`src/rtl/adc_res_pkg.sv`:
```
package adc_res_pkg;
  localparam int unsigned RES_W  = 10;
  localparam int unsigned BYTE_W = 8;
endpackage

```
`src/rtl/adc_res_lock.sv`:
```
module adc_res_lock #(
  parameter int unsigned RES_W = adc_res_pkg::RES_W
) (
  input  logic             clk_i,
  input  logic             rst_ni,
  input  logic             conv_done_i,
  input  logic [RES_W-1:0] conv_data_i,
  input  logic             rd_lo_i,
  input  logic             rd_hi_i,
  output logic [RES_W-1:0] res_o
);
  logic             lock_q, pend_vld_q;
  logic [RES_W-1:0] res_q, pend_q;
  logic             hold;

  // locked after this cycle unless the high byte is read now
  assign hold = (lock_q | rd_lo_i) & ~rd_hi_i;

  always_ff @(posedge clk_i or negedge rst_ni) begin
    if (!rst_ni) begin
      lock_q     <= 1'b0;
      pend_vld_q <= 1'b0;
      res_q      <= '0;
      pend_q     <= '0;
    end else if (hold) begin
      lock_q <= 1'b1;
      if (conv_done_i) begin
        pend_q     <= conv_data_i;
        pend_vld_q <= 1'b1;
      end
    end else begin
      lock_q     <= 1'b0;
      pend_vld_q <= 1'b0;
      if (conv_done_i)     res_q <= conv_data_i;
      else if (pend_vld_q) res_q <= pend_q;
    end
  end

  assign res_o = res_q;

  p_frozen_r5: assert property (@(posedge clk_i) disable iff (!rst_ni)
    (lock_q && !rd_hi_i) |=> $stable(res_o));
  p_release_r6: assert property (@(posedge clk_i) disable iff (!rst_ni)
    rd_hi_i |=> !lock_q);
  p_lo_locks_r5: assert property (@(posedge clk_i) disable iff (!rst_ni)
    (rd_lo_i && !rd_hi_i) |=> lock_q);
  p_commit_r4: assert property (@(posedge clk_i) disable iff (!rst_ni)
    (!lock_q && !rd_lo_i && conv_done_i) |=> res_o == $past(conv_data_i));
  p_pend_commit_r7: assert property (@(posedge clk_i) disable iff (!rst_ni)
    (lock_q && rd_hi_i && !conv_done_i && pend_vld_q) |=> res_o == $past(pend_q));
  p_same_cycle_r9: assert property (@(posedge clk_i) disable iff (!rst_ni)
    (rd_lo_i && !rd_hi_i && conv_done_i) |=> (pend_vld_q && pend_q == $past(conv_data_i)));
endmodule

```
`src/rtl/adc_res_align.sv`:
```
module adc_res_align #(
  parameter int unsigned RES_W  = adc_res_pkg::RES_W,
  parameter int unsigned BYTE_W = adc_res_pkg::BYTE_W
) (
  input  logic [RES_W-1:0]  res_i,
  input  logic              left_i,
  output logic [BYTE_W-1:0] hi_o,
  output logic [BYTE_W-1:0] lo_o
);
  localparam int unsigned WORD_W = 2 * BYTE_W;
  localparam int unsigned PAD_W  = WORD_W - RES_W;

  logic [WORD_W-1:0] word;

  generate
    if (PAD_W == 0) begin : g_full
      assign word = res_i;
    end else begin : g_pad
      assign word = left_i ? {res_i, {PAD_W{1'b0}}} : {{PAD_W{1'b0}}, res_i};
    end
  endgenerate

  assign hi_o = word[WORD_W-1:BYTE_W];
  assign lo_o = word[BYTE_W-1:0];
endmodule

```
`src/rtl/adc_result_reg.sv`:
```
module adc_result_reg #(
  parameter int unsigned RES_W  = adc_res_pkg::RES_W,
  parameter int unsigned BYTE_W = adc_res_pkg::BYTE_W
) (
  input  logic              clk_i,
  input  logic              rst_ni,
  input  logic              conv_done_i,
  input  logic [RES_W-1:0]  conv_data_i,
  input  logic              align_left_i,
  input  logic              rd_lo_i,
  input  logic              rd_hi_i,
  output logic [BYTE_W-1:0] data_lo_o,
  output logic [BYTE_W-1:0] data_hi_o
);
  localparam int unsigned PAD_W = 2 * BYTE_W - RES_W;

  logic [RES_W-1:0] res;

  adc_res_lock #(.RES_W(RES_W)) u_lock (
    .clk_i       (clk_i),
    .rst_ni      (rst_ni),
    .conv_done_i (conv_done_i),
    .conv_data_i (conv_data_i),
    .rd_lo_i     (rd_lo_i),
    .rd_hi_i     (rd_hi_i),
    .res_o       (res)
  );

  adc_res_align #(.RES_W(RES_W), .BYTE_W(BYTE_W)) u_align (
    .res_i  (res),
    .left_i (align_left_i),
    .hi_o   (data_hi_o),
    .lo_o   (data_lo_o)
  );

  p_right_pad_r2: assert property (@(posedge clk_i) disable iff (!rst_ni)
    !align_left_i |-> (data_hi_o >> (RES_W - BYTE_W)) == '0);
  p_left_pad_r3: assert property (@(posedge clk_i) disable iff (!rst_ni)
    align_left_i |-> (data_lo_o << (BYTE_W - PAD_W)) == '0);
  p_realign_r8: assert property (@(posedge clk_i) disable iff (!rst_ni)
    ($stable(res) && $stable(align_left_i)) |-> ($stable(data_hi_o) && $stable(data_lo_o)));
endmodule

```
`config.mk`:
```
export PLATFORM = sky130hd
export DESIGN_NAME = adc_result_reg
export DESIGN_NICKNAME = d
export VERILOG_FILES = /design/src/rtl/adc_res_pkg.sv /design/src/rtl/adc_res_lock.sv /design/src/rtl/adc_res_align.sv /design/src/rtl/adc_result_reg.sv
export SDC_FILE = /design/constraint.sdc
export NUM_CORES = 1
export LEC_CHECK = 0
export BUFFER_PORTS_ARGS = -buffer_cell sky130_fd_sc_hd__buf_2
export CAP_MARGIN = 25
export CORE_MARGIN = 3
export CORE_UTILIZATION = 55
export CTS_CLUSTER_DIAMETER = 30
export CTS_CLUSTER_SIZE = 25
export DETAILED_ROUTE_END_ITERATION = 12
export PLACE_DENSITY = 0.83
export REMOVE_ABC_BUFFERS = 1
export SYNTH_ARGS = -nofsm -noshare
export SYNTH_HDL_FRONTEND = slang
export SYNTH_SLANG_ARGS = --single-unit
```
`constraint.sdc`:
```
create_clock -name clk_i -period 2.5 [get_ports clk_i]
set_clock_uncertainty 0.2 [all_clocks]
set_input_delay 0.5 -clock clk_i [delete_from_list [all_inputs] [get_ports clk_i]]
set_output_delay 0.5 -clock clk_i [all_outputs]
set_load 0.02 [all_outputs]
```
# [Word-level counts from Yosys, hierarchy flattened]
# Cells that the tools add are included.
[word_totals] inputBits=16 reg_bits=22 elab_cells=18 output_inout_bits=16
[op_classes] muxes=6 reduce_logical=3 bitwise_logic=4 n_eq_ne=1
[ops] cell="2-to-1 mux 10 bit" n=2
[ops] cell="2-to-1 mux 16 bit" n=1
[ops] cell="AND reduction 2 bit" n=2
[ops] cell="2-to-1 mux 1 bit" n=3
[ops] cell="inequality test 2 bit (second input constant)" n=1
[ops] cell="NOT 1 bit" n=2
[ops] cell="nonzero test 2 bit" n=1
[ops] cell="bitwise AND 1 bit" n=1
[ops] cell="bitwise OR 1 bit" n=1

# [Logic depth before layout (Yosys ltp)]
[logic_depth] depth_word=4 mapped_depth=3 mapped_depth_nobuf=3

# [By module]
# From an unflattened synthesis, not the netlist that was laid out.
[hier_totals] cells_unflattened=76 area_unflattened_um2=1226.2
[by_module_without_submodules] mod="adc_res_lock" area_per_inst_um2=1068.5 cells_each=58 seq_area_each_um2=550.5 instances=1
[by_module_without_submodules] mod="adc_res_align" area_per_inst_um2=157.7 cells_each=18 seq_area_each_um2=0.0 instances=1

# [Worst setup path after synthesis]
# OpenSTA, ideal clock, no wires.
[synth_timing] kind="in2out" startpoint="input align_left_i" endpoint="output data_hi_o[2]" path_slack_ps=570 arrival_ps=1230 stages=3 path_buffers=2 t_required_ps=1800 path_cell_list="clkbuf_1 -> clkbuf_1 -> and2_1"
[synth_between] elab_chain_len=1
[synth_rtl] element="from (decl)" line="adc_result_reg.sv:9" text="input logic align_left_i,"
[synth_rtl] element="2-to-1 mux 16 bit" line="adc_res_align.sv:19" text="assign word = left_i ? {res_i, {PAD_W{1'b0}}} : {{PAD_W{1'b0}}, res_i};"
[synth_rtl] element="to (decl)" line="adc_result_reg.sv:13" text="output logic [BYTE_W-1:0] data_hi_o"
# No other way between the ends.

# [Worst setup path in the final report]
[layout_timing] startpoint="input align_left_i" endpoint="output data_lo_o[6]"
[layout_between] elab_chain_len=1
[layout_rtl] element="2-to-1 mux 16 bit" line="adc_res_align.sv:19"
[layout_rtl] element="to (decl)" line="adc_result_reg.sv:12" text="output logic [BYTE_W-1:0] data_lo_o,"
# No other way between the ends.

==> reports/results.ini <==
[logic_synthesis]
yosys.area_share.simple_pct = 9.937
synth_cells = 76
yosys_most_used_dff = dfrtp_1
synth_edf_count = 0
synth.area.top_cells = dfrtp_1 46%, mux2_4 36%, mux2_2 4.7%, nor2b_1 3.7%, and2_1 3.1%
async_flop_share_pct = 100.0
synth_top_area_share_pct = 46.03
syn_area_sq_um = 1196
synth_compound_area_share_pct = 1.360
yosysWarnings = 0
yosysTopAreaCell = dfrtp_1
synthAdderAreaFrac_pct = 0
synthXorXnorAreaFrac_pct = 0
synth.most_common_cell = mux2_4
synth-seq-cells = 22
ys_types = 11
syn_area_per_cell_sq_um = 15.74
synth_top_family_by_area = multiplexers
ys_seq_area_share_pct = 46.03
synth_mux_area_share_pct = 41.11
synth_commonest_cells = 29 x mux2_4, 22 x dfrtp_1, 7 x nor2b_1

[sta]
finalHoldViolations = 0
fin_setup_tns_ns = 0
slew_headroom_pct = 67.52
drv_slew = 0
fin_crit_ns = 1.975
setup_slack_ns = 0.5246
finalCritPeriodShare_pct = 79.02
max_freq_mhz = 506.2
worst_pin_slew_ns = 0.4873
setup_violations = 0
rsz0062_at_grt = no
whs_ns = 0.2455

[global_routing]
grt_pass1_vias = 726
grt_overflow = 0
grt_max_degree = 23
grt_use_total_pct = 17.72
antenna_found_initial = 0
grt_pass1_wl_um = 3463

[drt]
vias = 695
drt-total-wl_um = 2112
drt_iter0_drc = 12
wl_per_cell_um = 15.64
vias_per_cell = 5.148
drc = 0
ant_nets = 0
drt_first_pass_iters = 3

[worst_hold_path]
hold_start = conv_data_i[6]
hp-class = input pin to flip-flop

[final_layout]
final_nets = 126
drive_gt1_share_pct = 66.67
area_growth_syn_to_layout_pct = 16.95
antennaDiodeCount = 0
final_cell_area_sq_um = 1399
stdcell_count = 135
final_core_util_pct = 69.88

[critical_path]
cp.required_ns = 1.80
end_kind = output pin
critPathLaunch = align_left_i
reg2reg_from = u_lock.lock_q
cp_max_fo = 16
worstPathArrival_ns = 1.28
start_kind = input pin
crit_type = input pin to output pin

[floorplan]
row_count = 16
ios = 32
die-height_um = 52.64
core_area_sq_um = 2002
initial_core_util_pct = 59.75
dieArea_sq_um = 2770
die_w_um = 52.64

[run]
maxCapViolCount = 0

[cts]
clock_latency_ns = 0.30
cts_tree = yes
path_clk_slew_ns = 0.12
cts-buffers-inserted = 3
cts.path.max_buffers = 2
cts.sinks = 22
cts_max_level = 1
cts_root_buf = clkbuf_4

[placement]
placed_cell_area_sq_um = 1366
io_buffers = 31
dp_cells = 131
post-place-ws_ns = 0.5177
gp_congestion = 0.6821
hpwl_um = 1590

[power]
ir_drop_mv = 0.5204
p_per_area_nw_per_um2 = 714.0
p_leak_nw = 0.7338
total_power_uw = 998.8

[run_status]
status = completed

-- kinds of logic after synthesis --
family	Yosys count
AOI/OAI and AO/OA	1
DFF	22
buffers and inverters	3
and+or+nand+nor	16
muxes	34
-- state kept, by name, indices dropped and copies added (netlist names) --
| signal | cells |
|---|---|
| u_lock.pend_vld_q | 1 |
| u_lock.pend_q | 10 |
| u_lock.res_o | 10 |
| u_lock.lock_q | 1 |
-- placed cells by master, fill, tap and decap left out --
master          n
o21ba_4         1
nand2_4         1
mux2_4         29
and2_1          6
dlygate4sd3_1   1
nor2_8          1
dfrtp_1        22
mux2_2          5
nor2_2          1
buf_2          31
nor2b_1         7
clkbuf_4        3
-- path summary, 6_finish.rpt --
| kind | depth (start not counted) | slack, ns | to |
|---|---|---|---|
| min in group asynchronous | 2 | 0.48 | u_lock.pend_vld_q |
| worst max-delay path | 3 | 0.52 | data_lo_o[6] |
| max in group asynchronous | 2 | 1.29 | u_lock.res_o[8] |
| worst min-delay path | 2 | 0.25 | u_lock.pend_q[6] |
| worst min register to register | 1 | 0.33 | u_lock.pend_q[9] |
| worst max register to register | 3 | 0.96 | u_lock.res_o[1] |
-- report_power, final --
part	switching, mW	internal, mW	total, mW
clock network	0.102	0.0560	0.158
registers	0.0484	0.430	0.478
logic	0.153	0.209	0.362
total	0.304	0.695	0.999
-- routing by layer --
| metal | part of all wire [%] | GRT usage, % | vias to the layer above |
|---|---|---|---|
| li1 | - | - | 328 |
| met3 | 5.1 | 2.849 | 2 |
| met4 | 0.62 | 5.106 | 0 |
| met1 | 40 | 19.53 | 345 |
| met5 | 0 | 0 | - |
| met2 | 55 | 34.09 | 20 |
-- area by class of cell --
| class | instances | area, sq um |
|---|---|---|
| Tap cell | 27 | 33.78 |
| Timing Repair Buffer | 32 | 165.2 |
| Clock buffer | 3 | 22.52 |
| Sequential cell | 22 | 550.5 |
| Multi-Input combinational cell | 51 | 626.9 |
| Fill cell | 154 | 603.1 |
-- critical path, cell delays in order --
cell and delay, ns:
buf_2 0.24, mux2_2 0.37, buf_2 0.16
-- timing repair --
action                    in CTS  in global routing
gates resized for setup        0                  0
hold buffers                   1                  0
hold endpoints to repair      22                  0
buffers inserted               0                  0
(Power assumes the default switching activity.)
